==> src/rtl/mbx_pkg.sv <==
package mbx_pkg;
  localparam logic [7:0] OP_NULL  = 8'h00;
  localparam logic [7:0] OP_RD    = 8'h01;
  localparam logic [7:0] OP_SYSRD = 8'h02;
  localparam logic [7:0] OP_WR    = 8'h10;
  localparam logic [7:0] OP_SYSWR = 8'h20;
  localparam logic [7:0] OP_ICLR  = 8'h40;
  localparam logic [7:0] OP_QRY   = 8'h80;

  localparam logic [7:0] RC_OK     = 8'h00;
  localparam logic [7:0] RC_REMOTE = 8'h01;
  localparam logic [7:0] RC_BADOP  = 8'h02;

  typedef enum logic [2:0] {ST_IDLE, ST_DATA, ST_REQ, ST_STAT, ST_RDAT} state_t;
  typedef enum logic [1:0] {K_RMT_RD, K_RMT_WR, K_LOCAL, K_BAD} kind_t;

  typedef struct packed {
    kind_t kind;
    logic  sys;
  } cmd_t;
endpackage

==> src/rtl/mbx_rst_sync.sv <==
module mbx_rst_sync #(
  parameter int STAGES = 2
) (
  input  logic clk,
  input  logic arst_n,
  output logic srst_n
);
  logic [STAGES-1:0] sync_q;

  always_ff @(posedge clk or negedge arst_n) begin
    if (!arst_n) sync_q <= '0;
    else         sync_q <= {sync_q[STAGES-2:0], 1'b1};
  end

  assign srst_n = sync_q[STAGES-1];
endmodule

==> src/rtl/mbx_decode.sv <==
module mbx_decode
  import mbx_pkg::*;
(
  input  logic [7:0] opc,
  output cmd_t       cmd
);
  always_comb begin
    cmd.sys = 1'b0;
    unique case (opc)
      OP_RD:                    cmd.kind = K_RMT_RD;
      OP_SYSRD: begin           cmd.kind = K_RMT_RD; cmd.sys = 1'b1; end
      OP_WR:                    cmd.kind = K_RMT_WR;
      OP_SYSWR: begin           cmd.kind = K_RMT_WR; cmd.sys = 1'b1; end
      OP_NULL, OP_ICLR, OP_QRY: cmd.kind = K_LOCAL;
      default:                  cmd.kind = K_BAD;
    endcase
  end
endmodule

==> src/rtl/mbx_ctrl.sv <==
module mbx_ctrl
  import mbx_pkg::*;
#(
  parameter int DATA_W = 32,
  parameter int ADDR_W = 24,
  parameter int CODE_W = 8
) (
  input  logic              clk,
  input  logic              rst_n,
  input  logic              xfer_wr,
  input  logic              xfer_rd,
  input  logic [DATA_W-1:0] wdata,
  input  cmd_t              cmd,
  input  logic              rm_ack,
  input  logic [DATA_W-1:0] rm_rdata,
  input  logic              rm_err,
  output state_t            state,
  output logic              rq_write,
  output logic              rq_sys,
  output logic [ADDR_W-1:0] rq_addr,
  output logic [DATA_W-1:0] rq_wdata,
  output logic [DATA_W-1:0] resp_stat,
  output logic [DATA_W-1:0] resp_data
);
  state_t              state_q, state_d;
  logic [ADDR_W-1:0]   addr_q;
  logic [DATA_W-1:0]   wdat_q, rdat_q, rdat_d;
  logic [CODE_W-1:0]   code_q, code_d;
  logic                ovr_q, ovr_d, wr_q, wr_d, sys_q, sys_d;
  logic                cmd_en, wdat_en, rdat_en, code_en;

  // next-state and enables
  always_comb begin
    state_d = state_q;
    cmd_en  = 1'b0;
    wdat_en = 1'b0;
    rdat_en = 1'b0;
    rdat_d  = rm_rdata;
    code_en = 1'b0;
    code_d  = CODE_W'(RC_OK);
    ovr_d   = ovr_q;
    wr_d    = 1'b0;
    sys_d   = cmd.sys;
    unique case (state_q)
      ST_IDLE: if (xfer_wr) begin
        cmd_en  = 1'b1;
        code_en = 1'b1;
        rdat_en = 1'b1;
        rdat_d  = '0;
        ovr_d   = 1'b0;
        unique case (cmd.kind)
          K_RMT_RD: state_d = ST_REQ;
          K_RMT_WR: begin wr_d = 1'b1; state_d = ST_DATA; end
          K_LOCAL:  state_d = ST_STAT;
          default: begin code_d = CODE_W'(RC_BADOP); state_d = ST_STAT; end
        endcase
      end
      ST_DATA: if (xfer_wr) begin
        wdat_en = 1'b1;
        state_d = ST_REQ;
      end
      ST_REQ: begin
        if (xfer_wr) ovr_d = 1'b1;
        if (rm_ack) begin
          code_en = 1'b1;
          code_d  = rm_err ? CODE_W'(RC_REMOTE) : CODE_W'(RC_OK);
          rdat_en = !wr_q;
          state_d = ST_STAT;
        end
      end
      ST_STAT: begin
        if (xfer_wr) ovr_d = 1'b1;
        if (xfer_rd) state_d = wr_q ? ST_IDLE : ST_RDAT;
      end
      ST_RDAT: begin
        if (xfer_wr) ovr_d = 1'b1;
        if (xfer_rd) state_d = ST_IDLE;
      end
      default: state_d = ST_IDLE;
    endcase
  end

  // registers
  always_ff @(posedge clk or negedge rst_n) begin
    if (!rst_n) begin
      state_q <= ST_IDLE;
      addr_q  <= '0;
      wdat_q  <= '0;
      rdat_q  <= '0;
      code_q  <= '0;
      ovr_q   <= 1'b0;
      wr_q    <= 1'b0;
      sys_q   <= 1'b0;
    end else begin
      state_q <= state_d;
      ovr_q   <= ovr_d;
      if (cmd_en) begin
        addr_q <= wdata[ADDR_W-1:0];
        wr_q   <= wr_d;
        sys_q  <= sys_d;
      end
      if (wdat_en) wdat_q <= wdata;
      if (rdat_en) rdat_q <= rdat_d;
      if (code_en) code_q <= code_d;
    end
  end

  always_comb begin
    resp_stat             = '0;
    resp_stat[CODE_W-1:0] = code_q;
    resp_stat[CODE_W]     = ovr_q;
  end

  assign state     = state_q;
  assign rq_write  = wr_q;
  assign rq_sys    = sys_q;
  assign rq_addr   = addr_q;
  assign rq_wdata  = wdat_q;
  assign resp_data = rdat_q;
endmodule

==> src/rtl/mbx_bridge.sv <==
module mbx_bridge
  import mbx_pkg::*;
#(
  parameter int DATA_W      = 32,
  parameter int ADDR_W      = 24,
  parameter int CODE_W      = 8,
  parameter int SYNC_STAGES = 2
) (
  input  logic              clk,
  input  logic              rst_n,
  input  logic              hb_wr,
  input  logic              hb_rd,
  input  logic              hb_sel,
  input  logic [DATA_W-1:0] hb_wdata,
  output logic [DATA_W-1:0] hb_rdata,
  output logic              rm_valid,
  output logic              rm_write,
  output logic              rm_sys,
  output logic [ADDR_W-1:0] rm_addr,
  output logic [DATA_W-1:0] rm_wdata,
  input  logic              rm_ack,
  input  logic [DATA_W-1:0] rm_rdata,
  input  logic              rm_err
);
  localparam int OPC_W = DATA_W - ADDR_W;

  logic              srst_n, xfer_wr, xfer_rd, ready, idle;
  cmd_t              cmd;
  state_t            state;
  logic [DATA_W-1:0] resp_stat, resp_data;

  mbx_rst_sync #(.STAGES(SYNC_STAGES)) i_rst_sync (
    .clk(clk), .arst_n(rst_n), .srst_n(srst_n)
  );

  mbx_decode i_decode (
    .opc(hb_wdata[DATA_W-1 -: OPC_W]), .cmd(cmd)
  );

  assign xfer_wr = hb_wr && !hb_sel;
  assign xfer_rd = hb_rd && !hb_sel;

  mbx_ctrl #(.DATA_W(DATA_W), .ADDR_W(ADDR_W), .CODE_W(CODE_W)) i_ctrl (
    .clk(clk), .rst_n(srst_n), .xfer_wr(xfer_wr), .xfer_rd(xfer_rd),
    .wdata(hb_wdata), .cmd(cmd), .rm_ack(rm_ack), .rm_rdata(rm_rdata),
    .rm_err(rm_err), .state(state), .rq_write(rm_write), .rq_sys(rm_sys),
    .rq_addr(rm_addr), .rq_wdata(rm_wdata), .resp_stat(resp_stat),
    .resp_data(resp_data)
  );

  assign ready    = (state == ST_STAT) || (state == ST_RDAT);
  assign idle     = (state == ST_IDLE);
  assign rm_valid = (state == ST_REQ);

  always_comb begin
    hb_rdata = '0;
    if (hb_sel)                hb_rdata[0] = ready;
    else if (state == ST_STAT) hb_rdata    = resp_stat;
    else if (state == ST_RDAT) hb_rdata    = resp_data;
  end
endmodule

==> config.mk <==
export PLATFORM = sky130hd
export DESIGN_NAME = mbx_bridge
export DESIGN_NICKNAME = d
export VERILOG_FILES = /design/src/rtl/mbx_pkg.sv /design/src/rtl/mbx_rst_sync.sv /design/src/rtl/mbx_decode.sv /design/src/rtl/mbx_ctrl.sv /design/src/rtl/mbx_bridge.sv
export SDC_FILE = /design/constraint.sdc
export NUM_CORES = 1
export LEC_CHECK = 0
export ABC_AREA = 1
export CAP_MARGIN = 20
export CELL_PAD_IN_SITES_DETAIL_PLACEMENT = 0
export CELL_PAD_IN_SITES_GLOBAL_PLACEMENT = 2
export CORE_MARGIN = 3
export CORE_UTILIZATION = 39
export CTS_BUF_LIST = sky130_fd_sc_hd__clkbuf_8
export DETAILED_ROUTE_END_ITERATION = 8
export DONT_BUFFER_PORTS = 1
export PLACE_DENSITY = 0.86
export SYNTH_ARGS = -nofsm -noshare
export SYNTH_HDL_FRONTEND = slang
export SYNTH_SLANG_ARGS = --single-unit
==> constraint.sdc <==
create_clock -name clk -period 5.2 [get_ports clk]
set_input_delay 1.04 -clock clk [delete_from_list [all_inputs] [get_ports clk]]
set_output_delay 1.04 -clock clk [all_outputs]
set_load 0.005 [all_outputs]
==> run_results.csv, run 1 <==
group,metric,value,unit
finish,area_growth,8.78,%
setup_path,critical_path.max_fanout,32,
synthesis,yosys.area_share.simple,17.2,%
detailed_routing,drt-total-wl,9280,um
detailed_routing,ant_nets,0,
synthesis,yosysUniqueCellTypes,23,
power_and_ir_drop,p_int,1.66,mW
global_routing,antenna_found_initial,0,
global_routing,grt_max_degree,76,
synthesis,synth_top_family_by_area,"simple AND/OR/NAND/NOR gates",
timing,fin_crit_sh,66.1,%
floorplanning,row_count,36,
synthesis,yosysTopAreaCell,"dfrtp_1",
timing,rsz0062_at_grt,"false",
finish,multiInputGateArea,1250,um2
finish,diodes,0,
finish,seq_area,2460,um2
synthesis,syn_area,4110,um2
timing,worst-slew-pin-transition,1020,ps
power_and_ir_drop,p_comb_share,24.7,%
floorplanning,ios,162,
synthesis,synthAdderAreaFrac,0,%
clock_network,clock_latency,350,ps
setup_path,cpMaxStageDelayCell,"o21ai_0",
detailed_routing,via_per_inst,4.83,
synthesis,synthMuxAreaShare,0,%
setup_path,path_class,"flop to primary output",
synthesis,seq_area_frac_synth,59.7,%
power_and_ir_drop,p_leak,2.24,nW
synthesis,async_reset_ff_share,100,%
finish,drive_gt1_share,5.53,%
setup_path,critPathLaunchType,"flop",
finish,utilization,44.7,%
setup_path,critPathCaptureType,"primary output",
setup_path,required,4160,ps
timing,finalWorstPathRequiredPeriod,3440,ps
finish,fillerInstances,1038,
synthesis,postSynthCellCount,473,
outcome,status,"complete, no violations",
clock_network,cts_root_buffer,"clkbuf_8",
power_and_ir_drop,switchingPower,903,uW
detailed_routing,drc_errors,0,
placed_design,port_buffers,0,
global_routing,grt_overflow,0,
power_and_ir_drop,seq_power_share,53.0,%
clock_network,htreeDepth,3,
timing,fin_skew,4.69,ps
floorplanning,die_h,109,um
clock_network,path_clk_slew,90,ps
detailed_routing,drt_pass1_iterations,4,
timing,relSlewSlack,31.7,%
synthesis,synth_warnings,0,
setup_path,path_delay_family,"simple AND/OR/NAND/NOR gates",
floorplanning,fp.dieW,109,um
placed_design,place.gp.congestion,0.730,
floorplanning,start_util,41.1,%
setup_path,crit_chain,"nor2_1, nand2_1, inv_1, nand2_1, o21ai_0",
detailed_routing,avgRoutedWirePerCell,15.4,um
synthesis,synthTopCellsByArea,"dfrtp_1 (60%), o21ai_0 (11%), nand2_1 (7.6%)",
timing,setup_viol,0,
job,maxCapViolations,0,
timing,hold_viol,0,
detailed_routing,vias,2910,
finish,fin_nets,536,
synthesis,synth_top_area_share,59.7,%
synthesis,synth_edf_count,0,
synthesis,yosysMostFrequentCell,"dfrtp_1",
timing,setup_tns,0,ps
synthesis,syn_nets,544,
clock_network,clockBufferDepth,2,
synthesis,synth_xor_area_share,0.213,%
floorplanning,die_area,11800,um2
synthesis,synthFlopType,"dfrtp_1",
floorplanning,core,10000,um2
synthesis,avgSynthCellArea,8.68,um2
setup_path,cp_common_cell,"nand2_1",
setup_path,slowest_delay,600,ps
power_and_ir_drop,irDropWorstVdd,0.229,mV
clock_network,cts_buffers,9,
global_routing,grt_pass1_vias,2880,
power_and_ir_drop,swShare,35.3,%
synthesis,synthTopCellsByCount,"dfrtp_1 (98), o21ai_0 (90), nand2_1 (83)",
power_and_ir_drop,clkPwrFrac,22.2,%
clock_network,cts_tree,"yes",
synthesis,synth-seq-cells,98,
setup_path,rrSetupSlack,2880,ps
detailed_routing,dr.first_iter.drc_count,182,
clock_network,hold_buffers,0,
hold_path,min_path_type,"flop to async pin",
setup_path,critPathBufInv,1,
global_routing,grt_use_total,16.0,%
timing,drv_slew,0,
setup_path,arrival,2400,ps
synthesis,synth_compound_area_share,12.8,%
clock_network,cts.sinks,98,
global_routing,grt_pass1_wl,14700,um
clock_network,cts_setup_buffers,0,
placed_design,dp_hpwl,6660,um
power_and_ir_drop,power_per_cell_area,573,nW/um2
timing,fmaxAchievable,291,MHz
clock_network,post_cts_resized,0,
## routing by layer
metal	GRT usage, %	wire [um]	up-vias	part of all wire [%]
met5	0	0	-	0
li1	-	-	1462	-
met1	21.4	4250	1334	46
met3	5.97	848	9	9.1
met2	23.6	4070	105	44
met4	6.49	110	0	1.2
## logic make-up (layout without fill, tap and decap cells)
family | Yosys count | after routing
AOI/OAI and AO/OA | 102 | 102
other | 1 | 1
buffers and inverters | 101 | 98
xor gates and xnor gates | 1 | 1
DFF | 98 | 98
and+or+nand+nor | 170 | 170
## power by group through the flow
stage,Clock (mW),Combinational [mW],Sequential (mW)
final,0.568,0.633,1.36
after global routing,0.622,0.764,1.40
after CTS,0.589,0.640,1.37
after detailed placement,0,0.644,1.37
after global placement,0,0.602,1.37
after floorplan,0,0.525,1.30
## per-stage QoR
stage          area (um2)  power (mW)  std cells  setup slack [ps]  hold slack, ps
2_1_floorplan        4110        1.83        473              2270             331
3_3_place_gp         4190        1.98        585              1820             212
3_5_place_dp         4210        2.02        586              1810             217
4_1_cts              4440        2.60        602              1730             223
5_1_grt              4470        2.79        603              1530             227
6_report             4470        2.56        603              1760             208
## worst reg2reg max path: cells and delay by family, from the launching register on
| kind | cells | cell delay (ps) |
|---|---|---|
| DFF | 1 | 450 |
| and+or+nand+nor | 3 | 830 |
| buffers and inverters | 2 | 780 |
| AOI/OAI and AO/OA | 2 | 190 |
## state kept, by name, indices dropped and copies added (netlist names)
register           flops
i_ctrl.resp_data      32
i_ctrl.rq_wdata       32
i_ctrl.rq_addr        24
i_ctrl.state           3
i_ctrl.code_q          2
i_rst_sync.sync_q      2
i_ctrl.ovr_q           1
i_ctrl.rq_sys          1
i_ctrl.rq_write        1
## path summary, 6_finish.rpt
check                                startpoint                   end  cells past startpoint
hold reg to reg            i_rst_sync.sync_q[1]   i_ctrl.rq_wdata[26]                      0
min in group clk           i_rst_sync.sync_q[0]  i_rst_sync.sync_q[1]                      0
setup / recovery                i_ctrl.state[0]           hb_rdata[1]                      5
hold / removal             i_rst_sync.sync_q[1]   i_ctrl.rq_wdata[26]                      0
setup reg to reg                i_ctrl.state[1]  i_ctrl.resp_data[12]                      7
max in group asynchronous  i_rst_sync.sync_q[1]   i_ctrl.resp_data[0]                      1
## placed cells by master, fill, tap and decap left out, types with 2 or more instances in the layout
cell	Yosys	final
dfrtp_1	98	97
o21ai_0	90	90
nand2_1	83	83
inv_1	76	77
nand3_1	45	44
nor2_1	38	38
clkbuf_8	0	9
o21ai_1	7	7
clkinv_2	0	3
bufinv_16	0	3
buf_4	4	3
a21oi_1	2	2
nand3_2	1	2
## final cells by class
| cell class | instances | area share (%) |
|---|---|---|
| multi-input combinational | 274 | 28.0 |
| tap | 133 | 3.73 |
| clock inverter | 7 | 2.44 |
| inverter | 77 | 6.47 |
| clock buffer | 9 | 2.77 |
| sequential | 98 | 55.0 |
| timing repair buffer | 5 | 1.57 |
(Power assumes the default switching activity.)
==> run 2, diff against run 1 <==
Settings changed: CORE_UTILIZATION 39 to 37, PLACE_DENSITY 0.86 to 0.82.
Clock period 5.2 ns to 3.4 ns, I/O delays scaled along.
==> run 2 against run 1 <==
Effect of this change: hold slack improved by 160 ps; non-clock buffer count up 1; highest routed layer unchanged; clock skew rose by 5.9 ps; register-to-register slack worse by 1400 ps; design area shrank 1.1%; clock power rose by 30%; largest power group unchanged; combinational power is 52% higher; die area increased by 5.1%; first-iteration DRC count shrank 21%; count of clock-buffer cells in the layout is the same.
==> run_results.csv, run 2 (synthesis results as in run 1) <==
group,metric,value,unit
setup_path,critPathLaunchType,"flop",
setup_path,path_delay_family,"flip-flops",
job,maxCapViolations,0,
floorplanning,core,10600,um2
power_and_ir_drop,irDropWorstVdd,0.311,mV
setup_path,path_class,"flop to primary output",
setup_path,rrSetupSlack,1510,ps
outcome,status,"complete, no violations",
detailed_routing,dr.first_iter.drc_count,143,
power_and_ir_drop,p_total,3.79,mW
finish,stdcell_count,607,
finish,layout_common_cells,"dfrtp_1 (97), o21ai_0 (90), nand2_1 (83)",
clock_network,post_cts_resized,0,
floorplanning,die_area,12400,um2
detailed_routing,top_layer_used,"met4",
floorplanning,row_count,37,
finish,area_growth,7.62,%
placed_design,placed_area,4200,um2
detailed_routing,ant_nets,0,
detailed_routing,routed-wl-met3,959,um
floorplanning,die_h,111,um
setup_path,slowest_delay,460,ps
placed_design,port_buffers,0,
floorplanning,fp.dieW,111,um
detailed_routing,vias,2952,
timing,setup_viol,0,
clock_network,htreeDepth,3,
detailed_routing,wl_met1,4310,um
finish,final_area,4420,um2
power_and_ir_drop,p_leak,2.21,nW
setup_path,cpMaxStageDelayCell,"dfrtp_1",
detailed_routing,drt_pass1_iterations,4,
clock_network,cts_setup_buffers,0,
detailed_routing,avgRoutedWirePerCell,15.7,um
detailed_routing,dr_wl_met2,4090,um
clock_network,cts_tree,"yes",
global_routing,grt_overflow,0,
clock_network,cts.sinks,98,
timing,setup_tns,0,ps
placed_design,dp_cells,589,
finish,diodes,0,
global_routing,grt_pass1_wl,15900,um
timing,rsz0062_at_grt,"false",
hold_path,min_path_type,"flop to flop",
clock_network,path_clk_slew,110,ps
global_routing,grt_pass1_vias,2963,
timing,worst-slew-pin-transition,963,ps
setup_path,arrival,1920,ps
timing,fin_hold_ws,364,ps
floorplanning,start_util,38.9,%
setup_path,crit_chain,"nor2_1, nand2_1, inv_1, nand2_1, buf_4, o21ai_0",
detailed_routing,drc_errors,0,
global_routing,antenna_found_initial,0,
setup_path,critical_path.max_fanout,32,
clock_network,cts_root_buffer,"clkbuf_8",
clock_network,clockBufferDepth,2,
setup_path,cp_common_cell,"nand2_1",
setup_path,critPathBufInv,2,
clock_network,cts_buffers,9,
setup_path,required,2720,ps
placed_design,dp_hpwl,6560,um
power_and_ir_drop,power_per_cell_area,858,nW/um2
placed_design,place.gp.congestion,0.806,
timing,hold_viol,0,
timing,fin_skew,10.6,ps
setup_path,critPathCaptureType,"primary output",
finish,layout_commonest_cell,"dfrtp_1",
global_routing,grt_max_degree,86,
timing,fmaxAchievable,384,MHz
finish,fin_nets,537,
detailed_routing,via_per_inst,4.86,
timing,drv_slew,0,
timing,finalWorstPathRequiredPeriod,2600,ps
clock_network,clock_latency,360,ps
floorplanning,ios,162,
timing,fin_crit_sh,76.5,%
global_routing,grt_use_total,15.9,%
timing,relSlewSlack,35.8,%
finish,drive_gt1_share,5.73,%
detailed_routing,drt-total-wl,9530,um
[run 2: where the power goes]
| group | leakage, nW | total (mW) | internal, mW | switching [mW] |
|---|---|---|---|---|
| logic | 0.893 | 0.960 | 0.333 | 0.626 |
| registers | 1.22 | 2.09 | 1.71 | 0.386 |
| clock network | 0.0962 | 0.739 | 0.288 | 0.451 |
| total | 2.21 | 3.79 | 2.33 | 1.46 |
[run 2: worst paths after layout]
check,start,endpoint,cells after the start
min in group asynchronous,i_rst_sync.sync_q[1],i_ctrl.rq_wdata[24],0
setup reg to reg,i_ctrl.state[0],i_ctrl.code_q[1],6
hold / removal,i_rst_sync.sync_q[0],i_rst_sync.sync_q[1],0
hold reg to reg,i_rst_sync.sync_q[0],i_rst_sync.sync_q[1],0
max in group asynchronous,i_rst_sync.sync_q[1],i_ctrl.rq_wdata[9],1
setup / recovery,i_ctrl.state[0],hb_rdata[1],6
[run 2: metal layers]
layer / vias up / track usage [%]
met4: 0 / 5.43
met2: 119 / 22.2
met5: - / 0
met1: 1352 / 22.0
li1: 1466 / -
met3: 15 / 6.90
[run 2: area by class of cell]
cell class | instances | area [um2]
clock buffers | 9 | 124
multi-input cells | 274 | 1250
clock inverters | 7 | 67.6
repair buffers | 6 | 60.1
flip-flops and latches | 98 | 2460
fillers | 1086 | 6140
inverters | 77 | 289
well taps | 136 | 170
[run 2: timing repair]
action	CTS	global route
hold buffers	1	0
endpoints found under the hold margin	2	0
setup endpoints to repair	0	0
[run 2: stage by stage]
stage | worst slack [ps] | utilization, %
2_1_floorplan | 468 | -
3_3_place_gp | 1050 | 39.8
3_5_place_dp | 920 | 39.8
4_1_cts | 805 | 41.7
5_1_grt | 634 | 41.9
6_report | 799 | 41.9
==> run 3, diff against run 2 <==
Settings changed: ABC_AREA 1 to 0, CORE_UTILIZATION 37 to 41.
Clock period 3.4 ns to 2.4 ns, I/O delays scaled along.
==> run 3 against run 2 <==
Effect of this change: die area is 4.4% lower; routed wire length rose by 1.9%; hold slack worse by 120 ps; core utilization grew 4.7 points; combinational power grew 37%; sequential power grew 42%; flip-flop and latch count is the same; power rose by 42%; register-to-register slack lost 1000 ps; critical path depth is 2 lower; global-route usage increased by 0.78 points; clock skew decreased by 2.9 ps.
==> run_results.csv, run 3 <==
group,metric,value,unit
outcome,status,"complete, no violations",
timing,layout_setup_ws,149,ps
synthesis,yosysMostFrequentCell,"dfrtp_1",
synthesis,postSynthCellCount,363,
clock_network,cts_root_buffer,"clkbuf_8",
timing,finalWorstPathRequiredPeriod,2250,ps
detailed_routing,drc_errors,0,
synthesis,synth_top_area_share,56.5,%
timing,worst-slew-pin-transition,549,ps
detailed_routing,dr.first_iter.drc_count,234,
synthesis,syn_nets,434,
synthesis,syn_area,4340,um2
finish,layout_commonest_cell,"dfrtp_1",
synthesis,avgSynthCellArea,12.0,um2
detailed_routing,drt-total-wl,9710,um
setup_path,path_class,"flop to primary output",
setup_path,regToRegStartpoint,"i_ctrl.state[1]",
floorplanning,start_util,43.2,%
timing,fmaxAchievable,444,MHz
synthesis,synth_edf_count,0,
setup_path,cp-endpoint,"hb_rdata[13]",
timing,relSlewSlack,62.9,%
finish,diodes,0,
finish,stdcell_count,497,
synthesis,synthTopCellsByArea,"dfrtp_1 (57%), mux2_2 (13%), and2_1 (4.2%)",
placed_design,placed_area,4460,um2
clock_network,cts_setup_buffers,0,
finish,final_area,4680,um2
setup_path,critPathCaptureType,"primary output",
setup_path,arrival,1770,ps
floorplanning,die_area,11900,um2
synthesis,synth-seq-cells,98,
setup_path,reg2reg_depth,4,
synthesis,synth_warnings,0,
detailed_routing,via_per_inst,5.62,
floorplanning,row_count,36,
clock_network,cts_tree,"yes",
setup_path,critPathLaunchType,"flop",
floorplanning,die_h,109,um
power_and_ir_drop,p_leak,1.97,nW
detailed_routing,avgRoutedWirePerCell,19.5,um
synthesis,synthTopCellsByCount,"dfrtp_1 (98), mux2_2 (50), o21ai_0 (34)",
finish,fillerInstances,954,
clock_network,cts_buffers,9,
timing,drv_slew,0,
setup_path,worstReg2RegEnd,"i_ctrl.rq_addr[15]",
timing,setup_viol,0,
hold_path,min_path_type,"input port to flop",
floorplanning,fp.dieW,109,um
power_and_ir_drop,irDropWorstVdd,0.585,mV
timing,hold_viol,0,
global_routing,grt_pass1_wl,15100,um
finish,fin_nets,430,
global_routing,antenna_found_initial,0,
setup_path,required,1920,ps
finish,area_growth,7.87,%
timing,fin_skew,7.71,ps
floorplanning,core,10000,um2
placed_design,pre_cts_ws,501,ps
placed_design,port_buffers,0,
synthesis,async_reset_ff_share,100,%
clock_network,clockBufferDepth,2,
synthesis,yosysTopAreaCell,"dfrtp_1",
setup_path,critical_path.max_fanout,29,
detailed_routing,ant_nets,0,
setup_path,setup.worst_path.start,"i_ctrl.state[1]",
clock_network,htreeDepth,3,
timing,rsz0062_at_grt,"false",
detailed_routing,drt_pass1_iterations,4,
placed_design,dp_hpwl,6760,um
global_routing,grt_use_total,16.6,%
global_routing,grt_max_degree,48,
clock_network,path_clk_slew,90,ps
detailed_routing,vias,2791,
synthesis,seq_area_frac_synth,56.5,%
finish,drive_gt1_share,25.5,%
placed_design,dp_cells,480,
synthesis,yosysUniqueCellTypes,41,
clock_network,cts.sinks,98,
timing,fin_crit_sh,93.8,%
global_routing,grt_pass1_vias,2869,
floorplanning,ios,162,
finish,layout_common_cells,"dfrtp_1 (96), mux2_2 (50), o21ai_0 (34)",
power_and_ir_drop,p_total,5.39,mW
finish,seq_area,2460,um2
setup_path,rrSetupSlack,510,ps
power_and_ir_drop,power_per_cell_area,1150,nW/um2
timing,fin_hold_ws,245,ps
finish,utilization,46.6,%
timing,setup_tns,0,ps
job,maxCapViolations,0,
clock_network,clock_latency,350,ps
finish,multiInputGateArea,1700,um2
global_routing,grt_overflow,0,
placed_design,place.gp.congestion,0.745,
synthesis,synthFlopType,"dfrtp_1",
==> run 3: cell types whose count changed after synthesis, moves of 5 or more <==
cell / change
a21oi_1: +31
and2_1: +29
buf_6: +5
inv_1: -72
mux2_2: +50
mux2_4: +6
nand2_1: -80
nand3_1: -13
nor2_1: -34
nor3_1: +5
o21ai_0: -56
o21ai_1: -7
==> run 3: timing repair <==
action,CTS,global route
endpoints found under the hold margin,2,0
gates resized for setup,0,1
hold buffers,1,0
endpoints found under the setup margin,0,29
==> run 3: critical path: stages (launching register included) <==
cell	delay, ps
dfrtp_1	530
or2_4	320
nor3_2	100
buf_4	270
and2_1	200
==> run 3: power by group <==
| group | internal [mW] | leakage, nW | total [mW] | switching, mW |
|---|---|---|---|---|
| Clock | 0.522 | 0.0999 | 1.10 | 0.577 |
| Sequential | 2.40 | 1.21 | 2.97 | 0.573 |
| Combinational | 0.740 | 0.663 | 1.32 | 0.583 |
| Total | 3.66 | 1.97 | 5.39 | 1.73 |
==> run 3: cells by family (layout without fill, tap and decap cells) <==
| logic type | after synthesis | after routing | share of synthesized area (%) |
|---|---|---|---|
| flip-flops | 98 | 98 | 56.5 |
| AND/OR/NAND/NOR | 88 | 88 | 12.3 |
| AO/OA/AOI/OAI | 81 | 81 | 10.3 |
| multiplexers | 59 | 59 | 15.8 |
| buffers and inverters | 33 | 34 | 4.41 |
| XOR/XNOR | 3 | 3 | 0.606 |
| other | 1 | 1 | 0.0864 |
==> run 3: final cells by class <==
type	count	share of cell area [%]
Sequential cell	98	52.5
Timing Repair Buffer	14	2.83
Multi-Input combinational cell	232	36.3
Clock buffer	10	2.94
Clock inverter	6	1.52
Inverter	4	0.321
Tap cell	133	3.56
==> run 3: metal layers <==
metal / vias up / share of wire (%) / global-route usage (%)
li1: 1275 / - / -
met1: 1391 / 39 / 20.3
met2: 116 / 48 / 25.5
met3: 9 / 12 / 8.23
met4: 0 / 1.1 / 6.04
met5: - / 0 / 0
==> run 3: worst min-delay path by stage <==
stage	endpoint	startpoint	cells after the start	slack (ps)
2_1_floorplan	i_rst_sync.sync_q[0]	rst_n	0	180
3_3_place_gp	i_rst_sync.sync_q[0]	rst_n	0	180
3_5_place_dp	i_rst_sync.sync_q[0]	rst_n	0	180
4_1_cts	i_ctrl.code_q[0]	rm_err	2	220
5_1_grt	i_ctrl.code_q[0]	rm_err	2	230
6_report	i_ctrl.code_q[0]	rm_err	2	250
